### src/rtl/sarp_pkg.sv
// Shared definitions for the converter result port.
// Assumes: the three strap pins are static while the serial port is in use.
package sarp_pkg;
    // Index of each strap inside strap_pins (pins 4, 5 and 6 of the data bus).
    localparam int unsigned STRAP_EXT  = 0;
    localparam int unsigned STRAP_SYNC = 1;
    localparam int unsigned STRAP_INV  = 2;
    // Number of low data pins that stay outputs in serial mode.
    localparam int unsigned LOW_OUT    = 4;

    typedef struct packed {
        logic ext_clk;   // follow external shift clock
        logic sync_low;  // frame sync active low
        logic sclk_inv;  // invert shift clock
    } strap_t;
endpackage

### src/rtl/sarp_result_latch.sv
// Captures the converter result with the chosen coding and tracks busy.
// Assumes: conv_done arrives only after conv_start; coding select is static
// around conv_done.
module sarp_result_latch #(
    parameter int unsigned W = 16
) (
    input  logic         clk,
    input  logic         rst_n,
    input  logic         conv_start,
    input  logic         conv_done,
    input  logic [W-1:0] conv_result,
    input  logic         straight_sel,
    output logic         busy,
    output logic [W-1:0] result_q,
    output logic         load_q
);
    logic [W-1:0] coded;

    // Coding: two's complement flips only the top bit.
    always_comb begin
        coded = conv_result;
        if (!straight_sel) coded[W-1] = ~conv_result[W-1];
    end

    // Busy flag and output register.
    always_ff @(posedge clk) begin
        if (!rst_n) begin
            busy     <= 1'b0;
            result_q <= '0;
        end else if (conv_done) begin
            busy     <= 1'b0;
            result_q <= coded;
        end else if (conv_start) begin
            busy     <= 1'b1;
        end
    end

    // One-cycle strobe telling the serial side a new word is ready.
    always_ff @(posedge clk) begin
        if (!rst_n) load_q <= 1'b0;
        else        load_q <= conv_done;
    end

    AST_BUSY_DROP: assert property (@(posedge clk) disable iff (!rst_n)
        conv_done |=> !busy);
    AST_BUSY_RISE: assert property (@(posedge clk) disable iff (!rst_n)
        (conv_start && !conv_done) |=> busy);
    AST_HOLD_RESULT: assert property (@(posedge clk) disable iff (!rst_n)
        !conv_done |=> $stable(result_q));
endmodule

### src/rtl/sarp_par_bus.sv
// Shared-pin multiplexer: parallel read bus or serial straps.
// Assumes: pads outside this block combine pin_o/pin_oe into bidirectional pins.
module sarp_par_bus
    import sarp_pkg::*;
#(
    parameter int unsigned W = 16
) (
    input  logic         clk,
    input  logic         rst_n,
    input  logic         serial_sel,
    input  logic         cs_n,
    input  logic         rd_n,
    input  logic [W-1:0] result_q,
    input  logic [2:0]   strap_pins,
    output logic [W-1:0] pin_o,
    output logic [W-1:0] pin_oe,
    output strap_t       straps
);
    logic rd_act;

    // Read window of the parallel bus.
    always_comb rd_act = !cs_n && !rd_n;

    for (genvar g = 0; g < W; g++) begin : g_lane
        if (g < LOW_OUT) begin : g_low
            // Low lanes stay outputs in both modes; zero in serial mode.
            always_comb begin
                pin_oe[g] = rd_act;
                pin_o[g]  = serial_sel ? 1'b0 : result_q[g];
            end
        end else begin : g_high
            // Upper lanes float in serial mode (some become strap inputs).
            always_comb begin
                pin_oe[g] = rd_act && !serial_sel;
                pin_o[g]  = serial_sel ? 1'b0 : result_q[g];
            end
        end
    end

    // Straps take effect only when the serial port is selected.
    always_comb begin
        straps.ext_clk  = serial_sel && strap_pins[STRAP_EXT];
        straps.sync_low = serial_sel && strap_pins[STRAP_SYNC];
        straps.sclk_inv = serial_sel && strap_pins[STRAP_INV];
    end

    AST_SER_HI_FLOAT: assert property (@(posedge clk) disable iff (!rst_n)
        serial_sel |-> (pin_oe[W-1:LOW_OUT] == '0));
    AST_READ_GATE: assert property (@(posedge clk) disable iff (!rst_n)
        (cs_n || rd_n) |-> (pin_oe == '0));
endmodule

### src/rtl/sarp_ser_shifter.sv
// Serial frame engine: MSB-first shift with sync, master or slave clocking.
// Assumes: a new load never arrives during a running frame; slave clock
// levels last longer than SYNC_STAGES+1 system clocks.
module sarp_ser_shifter
    import sarp_pkg::*;
#(
    parameter int unsigned W           = 16,
    parameter int unsigned DIV         = 4,
    parameter int unsigned SYNC_STAGES = 2
) (
    input  logic         clk,
    input  logic         rst_n,
    input  logic         serial_sel,
    input  strap_t       straps,
    input  logic         load,
    input  logic [W-1:0] result_q,
    input  logic         sclk_in,
    output logic         sclk_out,
    output logic         sclk_oe,
    output logic         sdout,
    output logic         sync
);
    localparam int unsigned CNT_W = $clog2(W + 2);
    localparam int unsigned PH_W  = (DIV > 2) ? $clog2(DIV) : 1;
    localparam logic [CNT_W-1:0] LAST_C  = CNT_W'(W);
    localparam logic [CNT_W-1:0] DONE_C  = CNT_W'(W + 1);
    localparam logic [PH_W-1:0]  PH_HALF = PH_W'(DIV / 2);
    localparam logic [PH_W-1:0]  PH_END  = PH_W'(DIV - 1);

    logic [SYNC_STAGES:0] sy;
    logic [W-1:0]         sh;
    logic [CNT_W-1:0]     cnt;
    logic [PH_W-1:0]      ph;
    logic                 armed, sdo, master, in_frame, raw, tick, ext_edge;

    // Mode and frame decode.
    always_comb begin
        master   = serial_sel && !straps.ext_clk;
        in_frame = (cnt != '0) && (cnt <= LAST_C);
        raw      = master && in_frame && (ph >= PH_HALF);
        ext_edge = sy[SYNC_STAGES-1] && !sy[SYNC_STAGES];
        if (master) tick = armed && (cnt != DONE_C) && (ph == '0);
        else        tick = serial_sel && straps.ext_clk && armed && ext_edge;
    end

    // Resynchronise the effective external clock.
    always_ff @(posedge clk) begin
        if (!rst_n) sy <= '0;
        else        sy <= {sy[SYNC_STAGES-1:0], sclk_in ^ straps.sclk_inv};
    end

    // Divider phase for the generated clock.
    always_ff @(posedge clk) begin
        if (!rst_n || (load && serial_sel)) ph <= '0;
        else if (master && armed && cnt != DONE_C)
            ph <= (ph == PH_END) ? '0 : ph + 1'b1;
    end

    // Shift register, bit counter and data output.
    always_ff @(posedge clk) begin
        if (!rst_n) begin
            sh    <= '0;
            cnt   <= DONE_C;
            sdo   <= 1'b0;
            armed <= 1'b0;
        end else if (load && serial_sel) begin
            sh    <= result_q;
            cnt   <= '0;
            armed <= 1'b1;
        end else if (tick) begin
            sdo <= sh[W-1];
            sh  <= sh << 1;
            if (cnt != DONE_C) cnt <= cnt + 1'b1;
        end
    end

    // Pin outputs.
    always_comb begin
        sclk_oe  = master;
        sclk_out = master && (raw ^ straps.sclk_inv);
        sdout    = serial_sel && sdo;
        sync     = serial_sel && (in_frame ^ straps.sync_low);
    end

    AST_FRAME_END: assert property (@(posedge clk) disable iff (!rst_n)
        (tick && cnt == LAST_C && !load) |=> !in_frame);
    AST_HOLD_HIGH: assert property (@(posedge clk) disable iff (!rst_n)
        raw |-> $stable(sdo));
    AST_TAIL_ZERO: assert property (@(posedge clk) disable iff (!rst_n)
        (armed && cnt == DONE_C) |-> !sdo);
    AST_NO_DRIVE_PAR: assert property (@(posedge clk) disable iff (!rst_n)
        !serial_sel |-> (!sync && !sdout && !sclk_oe));
endmodule

### src/rtl/sar_result_port.sv
// Top of the converter result output port: capture, parallel bus, serial port.
// Assumes: conv_result is already saturated straight binary from the core.
module sar_result_port #(
    parameter int unsigned W           = 16,
    parameter int unsigned DIV         = 4,
    parameter int unsigned SYNC_STAGES = 2
) (
    input  logic         clk,
    input  logic         rst_n,
    input  logic         conv_start,
    input  logic         conv_done,
    input  logic [W-1:0] conv_result,
    output logic         busy,
    input  logic         cs_n,
    input  logic         rd_n,
    input  logic         straight_sel,
    input  logic         serial_sel,
    input  logic [2:0]   strap_pins,
    output logic [W-1:0] pin_o,
    output logic [W-1:0] pin_oe,
    input  logic         sclk_in,
    output logic         sclk_out,
    output logic         sclk_oe,
    output logic         sdout,
    output logic         sync
);
    logic [W-1:0]     result_q;
    logic             load_q;
    sarp_pkg::strap_t straps;

    sarp_result_latch #(.W(W)) u_latch (
        .clk(clk), .rst_n(rst_n), .conv_start(conv_start), .conv_done(conv_done),
        .conv_result(conv_result), .straight_sel(straight_sel),
        .busy(busy), .result_q(result_q), .load_q(load_q)
    );

    sarp_par_bus #(.W(W)) u_bus (
        .clk(clk), .rst_n(rst_n), .serial_sel(serial_sel), .cs_n(cs_n), .rd_n(rd_n),
        .result_q(result_q), .strap_pins(strap_pins),
        .pin_o(pin_o), .pin_oe(pin_oe), .straps(straps)
    );

    sarp_ser_shifter #(.W(W), .DIV(DIV), .SYNC_STAGES(SYNC_STAGES)) u_ser (
        .clk(clk), .rst_n(rst_n), .serial_sel(serial_sel), .straps(straps),
        .load(load_q), .result_q(result_q), .sclk_in(sclk_in),
        .sclk_out(sclk_out), .sclk_oe(sclk_oe), .sdout(sdout), .sync(sync)
    );
endmodule

### config.mk
export PLATFORM = sky130hd
export DESIGN_NAME = sar_result_port
export DESIGN_NICKNAME = d
export VERILOG_FILES = /design/src/rtl/sarp_pkg.sv /design/src/rtl/sarp_result_latch.sv /design/src/rtl/sarp_par_bus.sv /design/src/rtl/sarp_ser_shifter.sv /design/src/rtl/sar_result_port.sv
export SDC_FILE = /design/constraint.sdc
export NUM_CORES = 1
export LEC_CHECK = 0
export ABC_AREA = 1
export BUFFER_PORTS_ARGS = -buffer_cell sky130_fd_sc_hd__buf_2
export CAP_MARGIN = 40
export CORE_MARGIN = 4
export CORE_UTILIZATION = 50
export DETAILED_ROUTE_END_ITERATION = 12
export PLACE_DENSITY = 0.82
export SYNTH_ARGS = -nofsm -noshare
export SYNTH_HDL_FRONTEND = slang
export SYNTH_SLANG_ARGS = --single-unit
### constraint.sdc
create_clock -name clk -period 1.9 [get_ports clk]
set_clock_uncertainty 0.15 [all_clocks]
set_input_delay 0.19 -clock clk [delete_from_list [all_inputs] [get_ports clk]]
set_output_delay 0.19 -clock clk [all_outputs]
set_load 0.01 [all_outputs]
**After elaboration in Yosys (flattened, before gate mapping)**

Index checks and enable logic that the tools add are counted.

- Output and inout port bits: 37
- Logic and storage cells: 83
- Bits in registers: 46

- Add/sub/neg operators: 2
- Eq/ne operators: 2
- Reductions and logical operators: 37
- Bitwise gates (word level): 6
- $lt $le $gt $ge: 2
- Muxes and demuxes: 24

Operators with widths:

| cell | count |
|---|---|
| 16-bit two-way mux | 2 |
| 1-bit logical AND | 21 |
| 1-bit two-way mux | 18 |
| 5-bit two-way mux | 3 |
| 1-bit logical NOT | 6 |
| 2-bit AND reduction | 3 |
| 5-bit by 1-bit adder with 5-bit output (second input constant) | 1 |
| 5-bit less-or-equal comparator (second input constant) | 1 |
| 5-bit != test (second input constant) | 1 |
| 5-bit nonzero test | 1 |
| 2-bit nonzero test | 2 |
| 2-bit OR reduction | 2 |
| 1-bit inverter | 3 |
| 1-bit bitwise XOR | 3 |
| 2-bit by 1-bit adder with 2-bit output (second input constant) | 1 |
| 2-bit == test (second input constant) | 1 |
| 2-bit greater-or-equal comparator (second input constant) | 1 |
| 2-bit logical NOT | 1 |
| 2-bit two-way mux | 1 |
| 1-bit logical OR | 1 |

**Longest topological paths before layout**

Gate-level depths: netlist of the first run.

- Depth after elaboration: 7
- Depth in mapped cells: 10

**By module**

A second synthesis of the first run with hierarchy kept.

- Cell total of the unflattened synthesis: 352
- Area, all modules: 2489.9 um2

Modules (own cells, without submodules):

| module | area an instance (um2) | instances | cells each |
|---|---|---|---|
| sarp_ser_shifter | 1587.8 | 1 | 215 |
| sarp_result_latch | 609.3 | 1 | 77 |
| sarp_par_bus | 292.8 | 1 | 60 |

**Worst setup path after synthesis of the first run**

OpenSTA, ideal clock, no wires.

- Path type: input to output
- From: input serial_sel
- To: output pin_oe[10]
- Arrival: 1.497 ns
- Slack: 0.063 ns
- Data required time: 1.560 ns
- Stages: 3
- Path buffers: 2
- Cell sequence: clkbuf_1 > nor3_1 > buf_4

- Longest elaborated chain between the ends: 2

Ends and longest elaborated chain:

| what | RTL line | RTL |
|---|---|---|
| start: declaration | sar_result_port.sv:17 | `input logic serial_sel,` |
| 1-bit logical NOT | - |  |
| 1-bit logical AND | - |  |
| end: declaration | sar_result_port.sv:20 | `output logic [W-1:0] pin_oe,` |

Every way passes these cells.

**Worst setup path after layout of the first run**

- From: register u_ser.ph[0]
- To: output sclk_out

- Longest elaborated chain between the ends: 4

Ends and longest elaborated chain:

| what | RTL line | RTL |
|---|---|---|
| start: declaration | sarp_ser_shifter.sv:33 | `logic [PH_W-1:0] ph;` |
| start signal: assignment | sarp_ser_shifter.sv:56 | `ph <= (ph == PH_END) ? '0 : ph + 1'b1;` |
| 2-bit greater-or-equal comparator | sarp_ser_shifter.sv:40 | `raw = master && in_frame && (ph >= PH_HALF);` |
| 1-bit logical AND | sarp_ser_shifter.sv:40 |  |
| 1-bit bitwise XOR | sarp_ser_shifter.sv:80 | `sclk_out = master && (raw ^ straps.sclk_inv);` |
| 1-bit logical AND | sarp_ser_shifter.sv:80 |  |
| end: declaration | sar_result_port.sv:22 | `output logic sclk_out,` |

Every way passes these cells.

==> results.cfg, run 1 <==
[cells_and_area]
n_antenna_cell = 0
drive_above_1_share_pct = 27.89
fin_cells = 432
final_common_cell = nand2_1
nFillCells = 360
ff_latch_area_um2 = 927.1
final_cell_mix = nand2_1, buf_2, dfxtp_1, o21ai_0, inv_1
area_delta_synth_final_pct = 24.77
layout.nets = 414
multi_input_comb_area_um2 = 1067

[sta]
fmax_mhz = 547.2
rsz0062_at_grt = no
final-hold-violation-count = 0
drv_slew = 0
setup_viol = 0
worst_pin_slew_ns = 0.5050
relSlewSlack_pct = 66.30
fin_crit_ns = 1.827
final.setup.tns_ns = 0
finalCritPeriodShare_pct = 96.18

[pwr]
p_leak_nw = 1.308
power_density_nw_per_um2 = 691.8
ir_drop_mv = 0.5336

[setup_path]
critPathLaunchType = register
crit_chain = inv_2 -> ha_1 -> or2_4 -> nand2_1 -> nand2_1 -> a21oi_1 -> buf_2
max_stage_delay_ns = 0.36
arrival_ns = 1.49
path_buf_inv = 2
crit_required_ns = 1.56
slowest_stage = dfxtp_2
crit_top_cell = nand2_1
crit_path_end_kind = primary output
worstSetupPathType = register to primary output
critPathTopFamily = flip-flops
worstPathMaxFanout = 3

[die]
ioPinCount = 65
start_util_pct = 52.31
die_area_um2 = 5734
die_h_um = 75.73
rows = 24
core_um2 = 4384
die_w_um = 75.73

[clock_tree]
cts_max_path_buffers = 2
clock-sinks = 46
cts_buffers = 5
clockRootBuffer = clkbuf_8
path_clk_slew_ns = 0.08
htree_levels = 2
clock_latency_ns = 0.29
cts_tree = yes

[global_routing]
grt_max_degree = 18
grt_first_pass_wirelength_um = 8907
overflow = 0
met1_usage_pct = 26.05
met3_usage_pct = 4.485
use_met2_pct = 33.17
grt.total_usage_pct = 19.86
grt_pass1_vias = 1951
top_usage_layer = met2
antenna_found_initial = 0

[placement]
placement.io_buffers = 64
dp.cells = 406
dpl.hpwl_um = 3673
routabilityCongestion = 0.8224

[yosys]
ys_warn_count = 0
synthTopCellsByArea = dfxtp_1, nand2_1, o21ai_0
synth_area_leader_cell = dfxtp_1
synth_cells = 312
seq_area_frac_synth_pct = 40.15
syn-num-nets = 346
syn_avg_cell_area_um2 = 7.351
syn_area_um2 = 2293
synth_seq_cells = 46
yosys.area.top_type_share_pct = 40.15
synth_cell_types = 26

[detailed_routing]
via_per_inst = 5.049
drt-initial-drc-count = 132
vias = 2181
wl_um = 5416
first_pass_iters = 4
wl_per_cell_um = 12.54
postRouteAntennaNets = 0
drc = 0

[run_status]
outcome = finished clean

[hold_path]
hold_class = input port to register

[flow_run]
maxCapViolations = 0
[state kept, by name, indices dropped and copies added (netlist names)]
register	cells
u_ser.armed	1
u_ser.sh	16
u_latch.result_q	16
u_latch.busy	1
u_ser.sy	3
u_ser.sdo	1
u_latch.load_q	1
u_ser.ph	2
u_ser.cnt	5
[through the flow]
step	hold slack, ns	cell area (um^2)	util (%)	power [mW]	worst slack, ns
2_1_floorplan	0.1246	2293	-	1.163	0.06314
3_3_place_gp	0.2404	2552	58.22	1.227	0.2601
3_5_place_dp	0.2443	2552	58.22	1.233	0.2133
4_1_cts	0.002205	2840	64.78	1.983	0.002455
5_1_grt	0.01218	2861	65.27	2.057	0.001663
6_report	0.002590	2861	65.27	1.979	0.07254
[worst register-to-register path, stage by stage, from the launching register on]
cell     delay [ns]
dfxtp_4        0.36
buf_4          0.14
ha_1           0.19
nand2_1        0.06
inv_1          0.07
nand2_4        0.11
nand3_4        0.15
nand3_4        0.20
nand2_1        0.10
nand2_1        0.08
nand3_1        0.06
[path summary, 6_finish.rpt]
path              depth (start not counted)    startpoint            to  slack (ns)
setup / recovery                          7   u_ser.ph[0]      sclk_out        0.07
hold reg to reg                           2   u_ser.sy[0]   u_ser.sy[1]        0.27
hold / removal                            3       sclk_in   u_ser.sy[0]       0.003
setup reg to reg                         10  u_ser.cnt[0]  u_ser.cnt[0]        0.12
[layout make-up]
| cell class | count | area share (%) |
|---|---|---|
| clock buffers | 6 | 2.886 |
| multi-input cells | 203 | 37.30 |
| well taps | 52 | 2.274 |
| flip-flops and latches | 46 | 32.40 |
| inverters | 33 | 4.329 |
| repair buffers | 91 | 19.76 |
| clock inverters | 1 | 1.049 |
[power by group]
group	switching, mW	total (mW)	internal [mW]
Sequential	0.00948	1.00	0.992
Clock	0.319	0.740	0.421
Combinational	0.138	0.238	0.100
[cells by family after synthesis]
kind of cell	after synthesis	share of synthesized area (%)
compound gates	60	14.46
xor+xnor	4	1.528
fa+ha+maj	6	3.273
buf+inv	63	13.53
simple gates	133	27.06
flops	46	40.15
[synth_stat cells, drive strengths merged]
cell type / number
ha: 6
xnor2: 1
nand4: 19
o21ai: 33
dfxtp: 46
nor2: 25
nand3b: 1
clkbuf: 8
buf: 22
xor2: 3
o22ai: 1
or2: 2
inv: 33
nand3: 13
a21oi: 26
nand2: 72
nor3: 1
[per-layer routing]
metal	part of all wire [%]	vias up
li1	-	1137
met4	1.0	0
met1	45	964
met3	6.3	6
met5	0	-
met2	48	74
[timing repair]
action                                 CTS  global route
gates resized for setup                  3             7
setup buffers                            0             2
pin swaps                                0             2
setup endpoints to repair                2             2
endpoints found under the hold margin   17             0
hold buffers                            17             0
(Power assumes the default switching activity.)
==> inputs of run 2 (changes only) <==
- CORE_UTILIZATION: 50 -> 30
- PLACE_DENSITY: 0.82 -> default
- PLACE_DENSITY_LB_ADDON: default -> 0.25
==> results.cfg, run 2 (same netlist as run 1, synthesis figures left out) <==
[flow_run]
maxCapViolations = 0

[sta]
worst_pin_slew_ns = 0.5177
fin_crit_ns = 1.790
setup_viol = 0
final-hold-violation-count = 0
holdWs_ns = 0.02317
relSlewSlack_pct = 65.45
finalCritPeriodShare_pct = 94.19
fmax_mhz = 558.8
drv_slew = 0
worst_slack_ns = 0.1104

[detailed_routing]
vias = 2153
via_per_inst = 4.467
wl_per_cell_um = 10.83
wl_um = 5222
drc = 0
drt-initial-drc-count = 113
postRouteAntennaNets = 0
first_pass_iters = 4

[pwr]
combinationalPowerShare_pct = 13.1
netSwitchingFraction_pct = 24.73
p_int_mw = 1.378
switching_power_uw = 452.8
seqPwrFrac_pct = 54.7
ir_drop_mv = 0.2836
p_leak_nw = 1.322
p_clk_share_pct = 32.2
power_density_nw_per_um2 = 623.4

[clock_tree]
cts_tree = yes
clockRootBuffer = clkbuf_8
clock_latency_ns = 0.29
htree_levels = 2
clock-sinks = 46
cts_buffers = 5
path_clk_slew_ns = 0.08
cts_max_path_buffers = 2

[placement]
placement.io_buffers = 64
pre_cts_ws_ns = 0.2708
dpl.hpwl_um = 3663
routabilityCongestion = 0.8340

[die]
core_um2 = 7331
die_w_um = 95.44
start_util_pct = 31.29
rows = 31
ioPinCount = 65
die_area_um2 = 9108
die_h_um = 95.44

[setup_path]
rr_startpoint = u_ser.cnt[0]
crit_chain = inv_2 -> ha_2 -> nand2_1 -> nand2_1 -> nand2_1 -> inv_2 -> nand3b_1 -> a21oi_2 -> buf_2
max_stage_delay_ns = 0.34
slowest_stage = dfxtp_2
worstPathMaxFanout = 4
critPathTopFamily = flip-flops
crit_path_end_kind = primary output
r2r_setup_slack_ns = 0.24
worstSetupPathType = register to primary output
crit_top_cell = nand2_1
arrival_ns = 1.45
crit_start = u_ser.cnt[1]
critPathLaunchType = register
crit_required_ns = 1.56
path_buf_inv = 3

[cells_and_area]
final_common_cell = nand2_1
layout.nets = 418
n_antenna_cell = 0
final_util_pct = 40.06
final_cell_mix = nand2_1, buf_2, dfxtp_1, o21ai_0, inv_1
area_delta_synth_final_pct = 28.04
drive_above_1_share_pct = 28.20
reg_top3 = u_latch.result_q (16), u_ser.sh (16), u_ser.cnt (5)

[run_status]
outcome = finished clean

[global_routing]
overflow = 0
grt_max_degree = 47
grt_first_pass_wirelength_um = 8818
antenna_found_initial = 0
grt.total_usage_pct = 12.11
grt_pass1_vias = 1978

[hold_path]
worstHoldStart = conv_result[15]
hold_class = input port to register
==> run 2: worst paths after layout <==
| path | endpoint | depth (start not counted) |
|---|---|---|
| setup reg to reg | u_ser.sh[1] | 9 |
| hold / removal | u_latch.result_q[15] | 3 |
| setup / recovery | sclk_out | 9 |
| hold reg to reg | u_ser.sy[1] | 2 |
==> run 2: cell type report <==
cell class | count | area, um^2
clock buffers | 6 | 82.58
well taps | 99 | 123.9
fillers | 764 | 4394
flip-flops and latches | 46 | 924.6
repair buffers | 95 | 610.6
inverters | 33 | 123.9
multi-input cells | 203 | 1071
==> run 2: through the flow <==
| step | power, mW | TNS, ns | instance area, um^2 | instances |
|---|---|---|---|---|
| 6_report | 1.831 | 0 | 2937 | 482 |
| 5_1_grt | 1.925 | -0.007999 | 2937 | 482 |
| 4_1_cts | 1.860 | 0 | 2905 | 479 |
| 3_5_place_dp | 1.238 | 0 | 2624 | 453 |
| 3_3_place_gp | 1.236 | 0 | 2624 | 453 |
| 2_1_floorplan | 1.163 | 0 | 2293 | 312 |
==> run 2: layer usage <==
metal / routed length, um / GRT usage, % / share of wire [%]
met1: 2541 / 15.85 / 49
met2: 2346 / 19.53 / 45
met3: 263 / 2.605 / 5.0
met4: 71 / 4.502 / 1.4
met5: 0 / 0 / 0
==> run 2: power by group through the flow <==
stage / Sequential [mW] / Combinational (mW) / Clock, mW
global placement: 1.02 / 0.211 / 0
detailed placement: 1.03 / 0.213 / 0
global route: 1.00 / 0.273 / 0.647
finish: 1.00 / 0.240 / 0.589
CTS: 1.00 / 0.243 / 0.615
floorplan: 1.02 / 0.139 / 0
==> run 2: worst reg2reg max path: cells and delay by family, from the launching register on <==
| kind | cells | cell delay, ns |
|---|---|---|
| compound gates | 1 | 0.15 |
| simple gates | 4 | 0.39 |
| buf+inv | 3 | 0.44 |
| flops | 1 | 0.34 |
| fa+ha+maj | 1 | 0.14 |
==> run 2: repair_timing <==
item                                   CTS  global route
gates resized for setup                  3             6
endpoints found under the hold margin   19             0
setup endpoints to repair                2             2
buffers inserted                         2             3
pin swaps                                0             2
hold buffers                            18             0
==> inputs of run 3 (changes only) <==
- PLACE_DENSITY_LB_ADDON: 0.25 -> 0.12
==> results.cfg, run 3 (same netlist as run 1, synthesis figures left out) <==
[global_routing]
grt_first_pass_wirelength_um = 9011
grt.total_usage_pct = 12.35
overflow = 0
grt_max_degree = 28
grt_pass1_vias = 1899
antenna_found_initial = 0

[hold_path]
min_to = u_latch.result_q[15]
holdPathStages = 3
hold_class = input port to register
worstHoldStart = conv_result[15]

[setup_path]
r2r_setup_slack_ns = 0.15
critPathLaunchType = register
rr_startpoint = u_ser.cnt[0]
worstSetupPathType = register to primary output
r2r_end = u_ser.cnt[4]
crit_required_ns = 1.56
rr_worst_depth = 10
crit_path_end_kind = primary output
worstPathMaxFanout = 4
arrival_ns = 1.49

[die]
die_h_um = 95.44
die_area_um2 = 9108
ioPinCount = 65
rows = 31
start_util_pct = 31.29
core_um2 = 7331
die_w_um = 95.44

[placement]
placed_cell_area_um2 = 2619
dp.cells = 454
dpl.hpwl_um = 3933
routabilityCongestion = 0.8650
placement.io_buffers = 64

[sta]
final-hold-violation-count = 0
fmax_mhz = 545.0
worst_pin_slew_ns = 0.5130
fin_crit_ns = 1.835
setup_viol = 0
finalCritPeriodShare_pct = 96.57
drv_slew = 0
relSlewSlack_pct = 65.76

[cells_and_area]
design_area_um2 = 2924
reg_top3 = u_latch.result_q (16), u_ser.sh (16), u_ser.cnt (5)
final_common_cell = nand2_1
layout.nets = 417
final_util_pct = 39.89
final_cell_mix = nand2_1, buf_2, dfxtp_1, o21ai_0, inv_1
fin_cells = 482
drive_above_1_share_pct = 28.20
area_delta_synth_final_pct = 27.50
n_antenna_cell = 0

[detailed_routing]
via_per_inst = 4.400
wl_met3_um = 326
wl_met1_um = 2777
postRouteAntennaNets = 0
wl_met2_um = 2405
highest_layer = met4
drc = 0
wl_um = 5539
first_pass_iters = 4
drt-initial-drc-count = 72
wl_per_cell_um = 11.49
vias = 2121

[clock_tree]
clock_latency_ns = 0.29
path_clk_slew_ns = 0.09
cts_max_path_buffers = 2
cts_tree = yes
clockRootBuffer = clkbuf_8
cts_buffers = 5
clock-sinks = 46
htree_levels = 2

[pwr]
p_leak_nw = 1.305
power_density_nw_per_um2 = 620.4
ir_drop_mv = 0.3410

[run_status]
outcome = finished clean

[flow_run]
maxCapViolations = 0
[run 3: cell types whose count changed in the layout (fill, tap and decap cells not counted), sizes merged]
cell,previous run,this run
buf,77,76
clkinvlp,0,1
[run 3: critical path, stage by stage, from the launching register on]
cell	delay [ns]
dfxtp_2	0.37
inv_2	0.07
ha_4	0.16
nand2_1	0.06
nand2_1	0.04
nand2_1	0.08
inv_2	0.05
nand2_1	0.06
nand2_1	0.06
a21oi_2	0.13
buf_2	0.14
[run 3: where the power goes]
group	leakage, nW	internal (mW)	switching (mW)
combinational	0.892	0.104	0.139
sequential	0.375	0.993	0.00877
clock	0.0373	0.253	0.317
total	1.30	1.35	0.465
[run 3: per-stage QoR]
step           worst slack (ns)   TNS, ns  hold WS, ns  total power, mW
6_report                0.06522         0      0.01536            1.814
5_1_grt                -0.04180  -0.04180      0.01026            1.913
4_1_cts                 0.01094         0     0.007418            1.848
3_5_place_dp             0.1768         0       0.2458            1.239
3_3_place_gp             0.2527         0       0.2397            1.239
2_1_floorplan           0.06314         0       0.1246            1.163
[run 3: what timing repair did]
action / in CTS / in global routing
setup buffers: 2 / 1
endpoints found under the setup margin: 2 / 2
pin swaps: 0 / 5
hold endpoints to repair: 18 / 0
hold buffers: 18 / 0
resized for setup: 3 / 8
[run 3: layout make-up]
class / instances / area, um^2
Clock buffer: 6 / 72.57
Clock inverter: 1 / 7.507
Fill cell: 780 / 4407
Inverter: 33 / 123.9
Multi-Input combinational cell: 203 / 1081
Sequential cell: 46 / 924.6
Tap cell: 99 / 123.9
Timing Repair Buffer: 94 / 590.6
[run 3: per-layer routing]
| layer | vias to the layer above | global-route usage, % |
|---|---|---|
| met1 | 924 | 17.21 |
| met4 | 0 | 3.199 |
| met2 | 59 | 19.36 |
| met3 | 2 | 2.684 |
| li1 | 1136 | - |
| met5 | - | 0 |
[run 3: worst max path at each step]
stage                       from      endpoint  slack, ns  depth (start not counted)
floorplan             serial_sel    pin_oe[10]       0.06                          3
global placement    u_ser.cnt[1]  u_ser.cnt[4]       0.25                         10
detailed placement  u_ser.cnt[1]  u_ser.cnt[4]       0.18                         10
CTS                 u_ser.cnt[1]      sclk_out       0.01                          9
global route        u_ser.cnt[1]      sclk_out      -0.04                         10
finish              u_ser.cnt[1]      sclk_out       0.07                         10
